$ cat src/rtl/pfo_pkg.sv
package pfo_pkg;
   typedef enum logic {
      PROG_SERIAL   = 1'b0,
      PROG_PARALLEL = 1'b1
   } prog_mode_e;

   typedef enum logic {
      SEL_AE = 1'b0,
      SEL_AF = 1'b1
   } ofs_sel_e;
endpackage

$ cat src/rtl/pfo_mode_capture.sv
module pfo_mode_capture
   import pfo_pkg::*;
#(
   parameter int OFS_W   = 10,
   parameter int DFLT_LO = 127,
   parameter int DFLT_HI = 1023
) (
   input  logic             clk,
   input  logic             mrst,
   input  logic             cfg_ld,
   output prog_mode_e       mode,
   output logic [OFS_W-1:0] dflt
);
   // default value presented during master reset, chosen by load level
   assign dflt = cfg_ld ? OFS_W'(DFLT_HI) : OFS_W'(DFLT_LO);

   always_ff @(posedge clk) begin
      if (mrst) mode <= cfg_ld ? PROG_PARALLEL : PROG_SERIAL;
   end

   // method only moves on master reset
   p_mode_fixed_r2: assert property (@(posedge clk) disable iff (mrst)
      !mrst |=> $stable(mode));
endmodule

$ cat src/rtl/pfo_seq.sv
module pfo_seq
   import pfo_pkg::*;
#(
   parameter int OFS_W = 10,
   parameter int IDX_W = 4
) (
   input  logic             clk,
   input  logic             mrst,
   input  logic             prst,
   input  prog_mode_e       mode,
   input  logic             cfg_ld,
   input  logic             ser_en,
   input  logic             wr_en,
   input  logic             rd_en,
   output logic             ser_we,
   output ofs_sel_e         ser_sel,
   output logic [IDX_W-1:0] ser_idx,
   output logic             par_we,
   output logic             rd_go,
   output ofs_sel_e         ptr
);
   localparam int CHAIN = 2 * OFS_W;
   localparam int CNT_W = $clog2(CHAIN);

   logic [CNT_W-1:0] pos;
   logic [CNT_W-1:0] pos_in_word;
   logic             pos_hi;
   logic             live;

   assign live   = !mrst && !prst;
   assign ser_we = live && cfg_ld && ser_en && (mode == PROG_SERIAL);
   assign par_we = live && cfg_ld && wr_en  && (mode == PROG_PARALLEL);
   assign rd_go  = live && cfg_ld && rd_en  && !par_we;

   assign pos_hi      = (pos >= CNT_W'(OFS_W));
   assign pos_in_word = pos_hi ? (pos - CNT_W'(OFS_W)) : pos;
   assign ser_idx     = pos_in_word[IDX_W-1:0];
   assign ser_sel     = pos_hi ? SEL_AF : SEL_AE;

   always_ff @(posedge clk) begin
      if (mrst || prst) begin
         pos <= '0;
         ptr <= SEL_AE;
      end else begin
         if (ser_we) pos <= (pos == CNT_W'(CHAIN - 1)) ? '0 : pos + 1'b1;
         if (par_we || rd_go) ptr <= (ptr == SEL_AE) ? SEL_AF : SEL_AE;
      end
   end

   // either reset sends pointer and bit position home
   p_home_after_reset_r7: assert property (@(posedge clk)
      (mrst || prst) |=> (ptr == SEL_AE) && (pos == '0));
   // serial position stays inside the chain
   p_pos_bound_r3: assert property (@(posedge clk) disable iff (mrst)
      !mrst |=> pos <= CNT_W'(CHAIN - 1));
   // nothing advances the pointer without a word access
   p_ptr_quiet_r8: assert property (@(posedge clk) disable iff (mrst || prst)
      (!par_we && !rd_go && !prst && !mrst) |=> $stable(ptr));
endmodule

$ cat src/rtl/pfo_offset_cell.sv
module pfo_offset_cell #(
   parameter int OFS_W = 10,
   parameter int IDX_W = 4
) (
   input  logic             clk,
   input  logic             mrst,
   input  logic [OFS_W-1:0] dflt,
   input  logic             par_we,
   input  logic [OFS_W-1:0] par_data,
   input  logic             ser_we,
   input  logic [IDX_W-1:0] ser_idx,
   input  logic             ser_bit,
   output logic [OFS_W-1:0] val
);
   always_ff @(posedge clk) begin
      if (mrst)        val <= dflt;
      else if (par_we) val <= par_data;
      else if (ser_we) val[ser_idx] <= ser_bit;
   end

   // a serial strobe touches at most one bit
   p_one_bit_r3: assert property (@(posedge clk) disable iff (mrst)
      (ser_we && !par_we) |=> $countones(val ^ $past(val)) <= 1);
   // value holds when no strobe targets this cell
   p_cell_hold_r8: assert property (@(posedge clk) disable iff (mrst)
      (!par_we && !ser_we) |=> $stable(val));
endmodule

$ cat src/rtl/pfo_offset_bank.sv
module pfo_offset_bank
   import pfo_pkg::*;
#(
   parameter int OFS_W   = 10,
   parameter int DFLT_LO = 127,
   parameter int DFLT_HI = 1023
) (
   input  logic             clk,
   input  logic             mrst,
   input  logic             prst,
   input  logic             cfg_ld,
   input  logic             ser_en,
   input  logic             ser_din,
   input  logic             wr_en,
   input  logic [OFS_W-1:0] wr_data,
   input  logic             rd_en,
   output logic [OFS_W-1:0] rd_data,
   output logic [OFS_W-1:0] ae_offset,
   output logic [OFS_W-1:0] af_offset
);
   localparam int IDX_W = (OFS_W > 1) ? $clog2(OFS_W) : 1;

   if (OFS_W < 2) begin : g_bad_width
      $error("pfo_offset_bank: OFS_W must be at least 2");
   end
   if ($clog2(DFLT_HI + 1) > OFS_W || $clog2(DFLT_LO + 1) > OFS_W) begin : g_bad_default
      $error("pfo_offset_bank: a default offset does not fit in OFS_W");
   end

   prog_mode_e             mode;
   logic [OFS_W-1:0]       dflt;
   logic                   ser_we, par_we, rd_go;
   ofs_sel_e               ser_sel, ptr;
   logic [IDX_W-1:0]       ser_idx;
   logic                   ptr_b, ser_sel_b;
   logic [1:0][OFS_W-1:0]  cells;

   assign ptr_b     = ptr;
   assign ser_sel_b = ser_sel;

   pfo_mode_capture #(.OFS_W(OFS_W), .DFLT_LO(DFLT_LO), .DFLT_HI(DFLT_HI)) u_mode (
      .clk    (clk),
      .mrst   (mrst),
      .cfg_ld (cfg_ld),
      .mode   (mode),
      .dflt   (dflt)
   );

   pfo_seq #(.OFS_W(OFS_W), .IDX_W(IDX_W)) u_seq (
      .clk     (clk),
      .mrst    (mrst),
      .prst    (prst),
      .mode    (mode),
      .cfg_ld  (cfg_ld),
      .ser_en  (ser_en),
      .wr_en   (wr_en),
      .rd_en   (rd_en),
      .ser_we  (ser_we),
      .ser_sel (ser_sel),
      .ser_idx (ser_idx),
      .par_we  (par_we),
      .rd_go   (rd_go),
      .ptr     (ptr)
   );

   for (genvar gi = 0; gi < 2; gi++) begin : g_cell
      pfo_offset_cell #(.OFS_W(OFS_W), .IDX_W(IDX_W)) u_cell (
         .clk      (clk),
         .mrst     (mrst),
         .dflt     (dflt),
         .par_we   (par_we && (ptr_b == 1'(gi))),
         .par_data (wr_data),
         .ser_we   (ser_we && (ser_sel_b == 1'(gi))),
         .ser_idx  (ser_idx),
         .ser_bit  (ser_din),
         .val      (cells[gi])
      );
   end

   assign ae_offset = cells[0];
   assign af_offset = cells[1];

   always_ff @(posedge clk) begin
      if (mrst)       rd_data <= '0;
      else if (rd_go) rd_data <= cells[ptr_b];
   end

   // defaults follow the load level sampled with master reset
   p_default_r1: assert property (@(posedge clk)
      mrst |=> (ae_offset == ($past(cfg_ld) ? OFS_W'(DFLT_HI) : OFS_W'(DFLT_LO)))
            && (af_offset == ae_offset) && (rd_data == '0));
   // partial reset keeps both offsets
   p_prst_keeps_r7: assert property (@(posedge clk) disable iff (mrst)
      (prst && !mrst) |=> $stable(ae_offset) && $stable(af_offset));
   // readback register holds between readbacks
   p_rd_hold_r6: assert property (@(posedge clk) disable iff (mrst)
      (!rd_go && !mrst) |=> $stable(rd_data));
endmodule

$ cat config.mk
export PLATFORM = sky130hd
export DESIGN_NAME = pfo_offset_bank
export DESIGN_NICKNAME = d
export VERILOG_FILES = /design/src/rtl/pfo_pkg.sv /design/src/rtl/pfo_mode_capture.sv /design/src/rtl/pfo_seq.sv /design/src/rtl/pfo_offset_cell.sv /design/src/rtl/pfo_offset_bank.sv
export SDC_FILE = /design/constraint.sdc
export NUM_CORES = 1
export LEC_CHECK = 0
export ABC_AREA = 1
export BUFFER_PORTS_ARGS = -buffer_cell sky130_fd_sc_hd__buf_2
export CORE_ASPECT_RATIO = 1.4
export CORE_MARGIN = 2
export CORE_UTILIZATION = 56
export CTS_BUF_LIST = sky130_fd_sc_hd__clkbuf_8
export CTS_CLUSTER_DIAMETER = 120
export DETAILED_ROUTE_END_ITERATION = 8
export GPL_TIMING_DRIVEN = 0
export PLACE_DENSITY = 0.82
export SLEW_MARGIN = 10
export SYNTH_ARGS = -nofsm -noshare
export SYNTH_HDL_FRONTEND = slang
export SYNTH_SLANG_ARGS = --single-unit
$ cat constraint.sdc
create_clock -name clk -period 2.4 [get_ports clk]
set_input_delay 0.36 -clock clk [delete_from_list [all_inputs] [get_ports clk]]
set_output_delay 0.36 -clock clk [all_outputs]
set_load 0.005 [all_outputs]
# == Word level (Yosys, flattened, before mapping) ==
# Cells that the tools add are included.
# word_totals
regBits,37
in_bits,18
out_inout_bits,30
word_cells,54
# classes
n_addsub,2
magnitude_cmp,4
eq_ne,1
n_mux,18
bitwise,3
reduce_logical,20
# ops
operator,count
$mux W10,9
$bwmux W10,2
$logic_and A1 B1 Y1,13
$reduce_bool A3 Y1,2
$add A5 B1 Y5 const B,1
$eq A5 B5 Y1 const B,1
$ge A5 B4 Y1 const B,1
$lt A4 B5 Y1 const B,1
$mux W5,1
$demux W1 S4,1
$ge A4 B1 Y1 const B,1
$mux W1,4
$mux W4,1
$sub A4 B4 Y4 const B,1
$logic_not A1 Y1,3
$not A1 Y1,3
$logic_or A1 B1 Y1,2
$lt A1 B2 Y1 const B,1

# == Logic depth before layout (Yosys ltp) ==
# Gate-level depths: netlist (run 1).
# depth
depth_word,10
ltp_mapped,13
mapped_depth_nobuf,13

# == By module ==
# A second synthesis (run 1) with hierarchy kept.
# hier_totals
cells_unflattened,361
area_unflattened_um2,2538.7
# by_module_without_submodules
module,n_inst,cells_per_inst,area_each_um2,seq_area_each_um2
pfo_offset_cell,2,89,694.4,300.3
pfo_offset_bank,1,93,543.0,200.2
pfo_seq,1,78,498.0,120.1
pfo_mode_capture,1,12,108.9,30.0

# == Worst setup path before layout (run 1) ==
# OpenSTA, ideal clock, no wires.
# synth_timing
path_type,register to register
start,reg u_seq.pos[1]
end,"reg g_cell[1].u_cell.val[8], enable pin"
setup_ns,0.310
t_arrival_ns,1.423
required_time_ns,2.090
slack_ns,0.667
stages_incl_launch_ff,10
n_path_buf,0
synth_period_minus_slack_ns,1.733
cell_sequence,dfxtp_1 -> inv_1 -> ha_1 -> inv_1 -> a21oi_1 -> nand2_1 -> nand2_2 -> nor2_1 -> nand2_1 -> o21ai_0
# synth_between
elab_chain_len,4
# synth_lines
element,line_no,rtl
start: declaration,pfo_seq.sv:25,logic [CNT_W-1:0] pos;
start signal: assignment,pfo_seq.sv:45,if (ser_we) pos <= (pos == CNT_W'(CHAIN - 1)) ? '0 : pos + 1'b1;
$ge A5 B4 Y1,pfo_seq.sv:35,assign pos_hi = (pos >= CNT_W'(OFS_W));
$mux W1,pfo_seq.sv:38,assign ser_sel = pos_hi ? SEL_AF : SEL_AE;
$logic_and A1 B1 Y1,pfo_offset_bank.sv:73,".ser_we (ser_we && (ser_sel_b == 1'(gi))),"
$reduce_bool A3 Y1 (no line),-,
end signal: assignment,pfo_offset_cell.sv:16,if (mrst) val <= dflt;
end signal: assignment,pfo_offset_cell.sv:17,else if (par_we) val <= par_data;
end signal: indexed assignment,pfo_offset_cell.sv:18,else if (ser_we) val[ser_idx] <= ser_bit;
end: declaration,pfo_offset_cell.sv:13,output logic [OFS_W-1:0] val
# No other way between the ends.
# A chain may end at the register's enable or synchronous reset.

# == Worst setup path in the final report (run 1) ==
# Same ends and word-level chain as after synthesis.

==> reports/qor.csv, run 1 <==
stage,metric,value,unit
route,num_vias,2167,
cts,cts_tree,yes,
pwr,leakagePower,1.23,nW
cts,cts_buffers,5,
route,antenna_left,0,
floorplanning,core-area,3850,µm²
pwr,clkPwrFrac,33.8,%
finish,antenna_cells,0,
synthesis,ys_types,28,
route,initialDrtViolationCount,117,
floorplanning,rows,27,
sta,finClkSkew,5.03,ps
critical_path,worst-setup-path-type,register to register,
pwr,vdd_ir_drop_max,0.381,mV
cts,postCtsSetupRepairBufs,0,
min_path,min_path_type,input pin to register,
synthesis,synth.avg_cell_area,7.37,µm²
place,dpl-instance-area,2500,µm²
sta,setup_violations,0,
route,wl_per_cell,13.4,µm
synthesis,yosysMostFrequentCell,nand2_1,
min_path,holdCritStartpoint,cfg_ld,
grt,antenna_found_initial,0,
synthesis,syn-num-nets,323,
critical_path,r2r_cells,9,
sta,fin_setup_tns,0,ps
cts,cts_num_sinks,37,
synthesis,synth_common_cells,"112 x nand2_1, 44 x a21oi_1, 21 x edfxtp_1",
synthesis,yosysSeqAreaShare,42.9,%
critical_path,arrival,2070,ps
cts,root_buffer,clkbuf_8,
critical_path,timing.rr.start,u_seq.pos[1],
sta,worst_pin_slew,434,ps
sta,relSlewSlack,71.1,%
synthesis,ys_top_cells_by_area,"edfxtp_1 28%, nand2_1 19%, dfxtp_1 14%, a21oi_1 9.9%, nand3_1 3.6%",
cts,clk_pin_slew,70,ps
pwr,power_frac_seq,56.0,%
pwr,power,1.25,mW
grt,grt_usage,25.6,%
sta,min_period_over_period,86.6,%
grt,grt_pass1_wl,8.92,mm
place,port_buffers,46,
pwr,internal-power,0.936,mW
route,dr.pass1.iters,5,
synthesis,synthFlopType,edfxtp_1,
grt,grt_max_degree,12,
synthesis,yosys.area.top_type_share,28.4,%
pwr,power.density,484,nW/µm²
route,drcViolationCount,0,
route,viasPerCell,5.44,
floorplanning,dieHeight,78.5,µm
sta,layout_min_cycle_time,2080,ps
pwr,power.net_switching,0.314,mW
finish,nNetsFinal,376,
cts,clockBufferDepth,2,
critical_path,rrSetupSlack,320,ps
grt,grt_overflow_total,0,
critical_path,reg2reg_to,g_cell[1].u_cell.val[8],
sta,finalHoldViolCount,0,
floorplanning,io-pin-count,48,
cts,h-tree-depth,2,
finish,area_growth,16.5,%
min_path,hold_path_depth,1,
synthesis,syn_inst,301,
synthesis,ys_ff_latch,37,
grt,met2_usage,44.8,%
job,max_cap_viol_count,0,
synthesis,yosysTopAreaCell,edfxtp_1,
route,drt-total-wl,5.33,mm
grt,gr-max-usage-layer,met2,
cts,holdBufCountCts,0,
synthesis,async_flop_share,0,%
pwr,p_comb_share,10.1,%
sta,rsz0062_at_grt,false,
min_path,worstHoldEndpoint,u_mode.mode,
floorplanning,die_area,4490,µm²
synthesis,synth-edff-count,21,
critical_path,critPathRequiredTime,2390,ps
finish,stdcell_count,398,
grt,grt_pass1_vias,1978,
synthesis,syn_area,2220,µm²
cts,post_cts_resized,0,
floorplanning,start_util,57.6,%
floorplanning,die_x,57.2,µm
finish,finish.utilization,67.1,%
grt,met1_usage,29.7,%
critical_path,worst-path-max-fanout,7,
critical_path,crit_path_start_kind,register,
pwr,p_sw_share,25.1,%
critical_path,critPathCaptureType,register,
place,place_hpwl,4.07,mm
status,status,"finished, final reports clean",
grt,grt_util_met3,5.44,%
place,gp_congestion,0.909,
finish,layout-drive-gt1-share,22.5,%
sta,drv_slew,0,
synthesis,ys_warn_count,0,
sta,max_clock_freq,481,MHz
cts,clock_latency,290,ps
finish,fin_area,2580,µm²
place,place_inst,390,
## logic make-up after synthesis
family | Yosys count | share of synthesized area [%]
AOI/OAI and AO/OA | 61 | 13.8
and+or+nand+nor | 165 | 33.4
DFF | 37 | 42.9
adders and majority gates | 4 | 2.26
buffers and inverters | 34 | 7.67
## worst max-delay path by stage
stage,cells after the start,from,slack [ps],end
after floorplan,9,u_seq.pos[1],670,g_cell[1].u_cell.val[8]
after detailed placement,10,mrst,360,g_cell[0].u_cell.val[2]
after global routing,9,u_seq.pos[1],140,g_cell[1].u_cell.val[8]
final,9,u_seq.pos[1],320,g_cell[1].u_cell.val[8]
after global placement,10,mrst,390,g_cell[0].u_cell.val[6]
after CTS,9,u_seq.pos[1],360,g_cell[1].u_cell.val[8]
## routing by layer
metal	wire length, µm	part of all wire [%]
met1	2110	39
met2	2820	53
met3	325	6.1
met4	81	1.5
met5	0	0
## state kept, by name (all words and copies together) (netlist names)
signal / cells
u_mode.mode: 1
rd_data: 10
g_cell.u_cell.val: 20
u_seq.ptr: 1
u_seq.pos: 5
## power groups by stage
stage	clock (mW)	combinational, mW	sequential [mW]
3_3_place_gp	0	0.124	0.715
6_report	0.423	0.127	0.701
3_5_place_dp	0	0.126	0.715
5_1_grt	0.455	0.143	0.703
4_1_cts	0.427	0.127	0.701
2_1_floorplan	0	0.0748	0.715
## cells in the final DEF (no fill, tap or decap), types with 2 or more instances in the layout
cell	count
buf_2	47
buf_6	3
edfxtp_1	21
a21oi_1	44
clkinv_2	2
nand3_2	2
clkbuf_1	5
nand2_2	2
inv_1	18
nor2_1	18
nand2_1	112
dfxtp_1	16
nand3_1	16
nor2_2	3
clkbuf_8	6
nor2_4	4
nor3_1	2
inv_2	5
ha_1	4
o21ai_0	16
## layout make-up
cell class              count  area [µm²]
well taps                  43        53.8
multi-input cells         230        1100
repair buffers             46         230
plain buffers              11        78.8
fillers                   335        1270
clock buffers               5        68.8
inverters                  23        91.3
flip-flops and latches     37         951
clock inverters             3        13.8
## critical path, cell delays in order (launching register included)
cell	delay, ps
dfxtp_1	470
inv_1	130
ha_1	240
inv_1	70
a21oi_1	120
nand2_1	100
nand2_2	100
nor2_1	240
nand2_1	110
o21ai_0	200
## metrics by stage
step	setup WS, ps	hold slack, ps
detailed placement	364	469
global route	137	279
CTS	360	281
global placement	391	460
finish	322	282
floorplan	667	459
(Power assumes the default switching activity.)
==> run 2, diff against run 1 <==
Settings changed: BUFFER_PORTS_ARGS -buffer_cell sky130_fd_sc_hd__buf_2 to -buffer_cell sky130_fd_sc_hd__clkbuf_2, CORE_UTILIZATION 56 to 51, PLACE_DENSITY 0.82 to 0.79.
Clock period 2.4 ns to 1.9 ns, I/O delays scaled along.
==> run 2 against run 1 <==
Compared with the run above: via count grew 1.9%; largest power group unchanged; die area is 9.2% higher; flip-flop and latch count unchanged; clock skew is 0.75 ps higher; critical path depth is 4 higher; combinational power grew 30%; non-clock buffer count up 5; final cell count grew 1.8%; fmax grew 15%; count of clock-buffer cells in the layout up 1; worst hold slack worse by 70 ps.
==> reports/qor.csv, run 2 (synthesized netlist as in run 1, its figures left out) <==
stage,metric,value,unit
route,antenna_left,0,
critical_path,worst-setup-path-type,register to register,
critical_path,crit_path_start_kind,register,
finish,nNetsFinal,381,
cts,root_buffer,clkbuf_8,
sta,timing.hold.ws,213,ps
cts,clk_pin_slew,80,ps
job,max_cap_viol_count,0,
finish,finish.utilization,65.4,%
sta,min_period_over_period,94.9,%
grt,grt_overflow_total,0,
pwr,power,1.78,mW
critical_path,critPathRequiredTime,1960,ps
sta,layout_min_cycle_time,1800,ps
sta,setup_violations,0,
floorplanning,io-pin-count,48,
finish,reg_top3,"g_cell.u_cell.val: 20 flops, rd_data: 10 flops, u_seq.pos: 5 flops",
finish,final_cell_mix,"106 x nand2_1, 46 x clkbuf_2, 43 x a21oi_1",
critical_path,max_stage_delay,370,ps
critical_path,critPathMostFrequentCell,nand2_1,
critical_path,arrival,1860,ps
route,num_vias,2209,
place,gp_congestion,0.908,
grt,grt_usage,23.6,%
floorplanning,dieHeight,82.0,µm
cts,clockBufferDepth,2,
sta,finClkSkew,5.78,ps
critical_path,cpLargestDelayFamily,simple AND/OR/NAND/NOR gates,
route,initialDrtViolationCount,94,
grt,antenna_found_initial,0,
finish,fin_area,2750,µm²
cts,cts_tree,yes,
floorplanning,die_x,59.7,µm
cts,cts_num_sinks,37,
finish,antenna_cells,0,
floorplanning,rows,28,
sta,drv_slew,0,
finish,top_register,g_cell.u_cell.val,
route,drt-total-wl,5.62,mm
cts,h-tree-depth,2,
place,port_buffers,46,
pwr,vdd_ir_drop_max,0.337,mV
route,wl_per_cell,13.9,µm
min_path,min_path_type,input pin to register,
sta,max_clock_freq,555,MHz
critical_path,crit_path_cell_trace,inv_2 > ha_4 > inv_2 > nand2_2 > nand3_4 > nand2_2 > nand2_4 > nor2_4 > nand2_1 > nand2_1 > nand2_1 > nand2_1 > nand2_1,
place,dpl-instance-area,2500,µm²
pwr,leakagePower,1.28,nW
sta,finalHoldViolCount,0,
floorplanning,die_area,4900,µm²
finish,layout_commonest_cell,nand2_1,
cts,clock_latency,300,ps
floorplanning,start_util,52.8,%
cts,holdBufCountCts,0,
finish,layout-drive-gt1-share,30.0,%
critical_path,cp_slowest_cell,dfxtp_4,
route,drcViolationCount,0,
grt,grt_pass1_wl,8.66,mm
grt,grt_max_degree,13,
route,viasPerCell,5.45,
place,dp_slack,-139,ps
sta,worst_pin_slew,510,ps
pwr,power.density,647,nW/µm²
critical_path,critPathCaptureType,register,
cts,cts_buffers,5,
sta,setup_ws,97.6,ps
sta,relSlewSlack,66.0,%
finish,largest_reg_flops,20,
place,place_hpwl,4.03,mm
critical_path,worst-path-max-fanout,8,
route,dr.pass1.iters,9,
floorplanning,core-area,4200,µm²
critical_path,crit_buf_inv,2,
finish,area_growth,23.9,%
status,status,"finished, final reports clean",
grt,grt_pass1_vias,1995,
## run 2: what timing repair did
item / CTS / global route
resized for setup: 6 / 29
buffers inserted: 0 / 5
pin swaps: 0 / 3
setup endpoints to repair: 24 / 26
## run 2: path summary, 6_finish.rpt
kind / slack, ps / cells past startpoint / from / endpoint
setup / recovery: 100 / 13 / u_seq.pos[1] / g_cell[1].u_cell.val[1]
hold / removal: 210 / 1 / mrst / u_mode.mode
setup reg to reg: 100 / 13 / u_seq.pos[1] / g_cell[1].u_cell.val[1]
hold reg to reg: 490 / 2 / rd_data[9] / rd_data[9]
## run 2: routing by layer
metal  vias up  GRT usage (%)  wire [µm]
met3        12           4.09        438
li1       1106              -          -
met4         0           10.7        110
met2       102           43.6       2980
met5         -              0          0
met1       989           25.3       2100
## run 2: final cells by class
type / count / area (µm²)
plain buffers: 11 / 78.8
clock buffers: 6 / 82.6
clock inverters: 2 / 37.5
fillers: 360 / 1460
inverters: 23 / 91.3
multi-input cells: 230 / 1180
flip-flops and latches: 37 / 956
well taps: 45 / 56.3
repair buffers: 51 / 268
## run 2: power breakdown
| part | switching [mW] | total [mW] | internal (mW) |
|---|---|---|---|
| registers | 0.0142 | 0.884 | 0.870 |
| clock network | 0.301 | 0.728 | 0.427 |
| logic | 0.102 | 0.165 | 0.0634 |
## run 2: metrics by stage
step | setup TNS [ps] | instances
floorplan | 0 | 301
global placement | -319 | 392
detailed placement | -846 | 392
CTS | 0 | 400
global route | -28.2 | 405
finish | 0 | 405
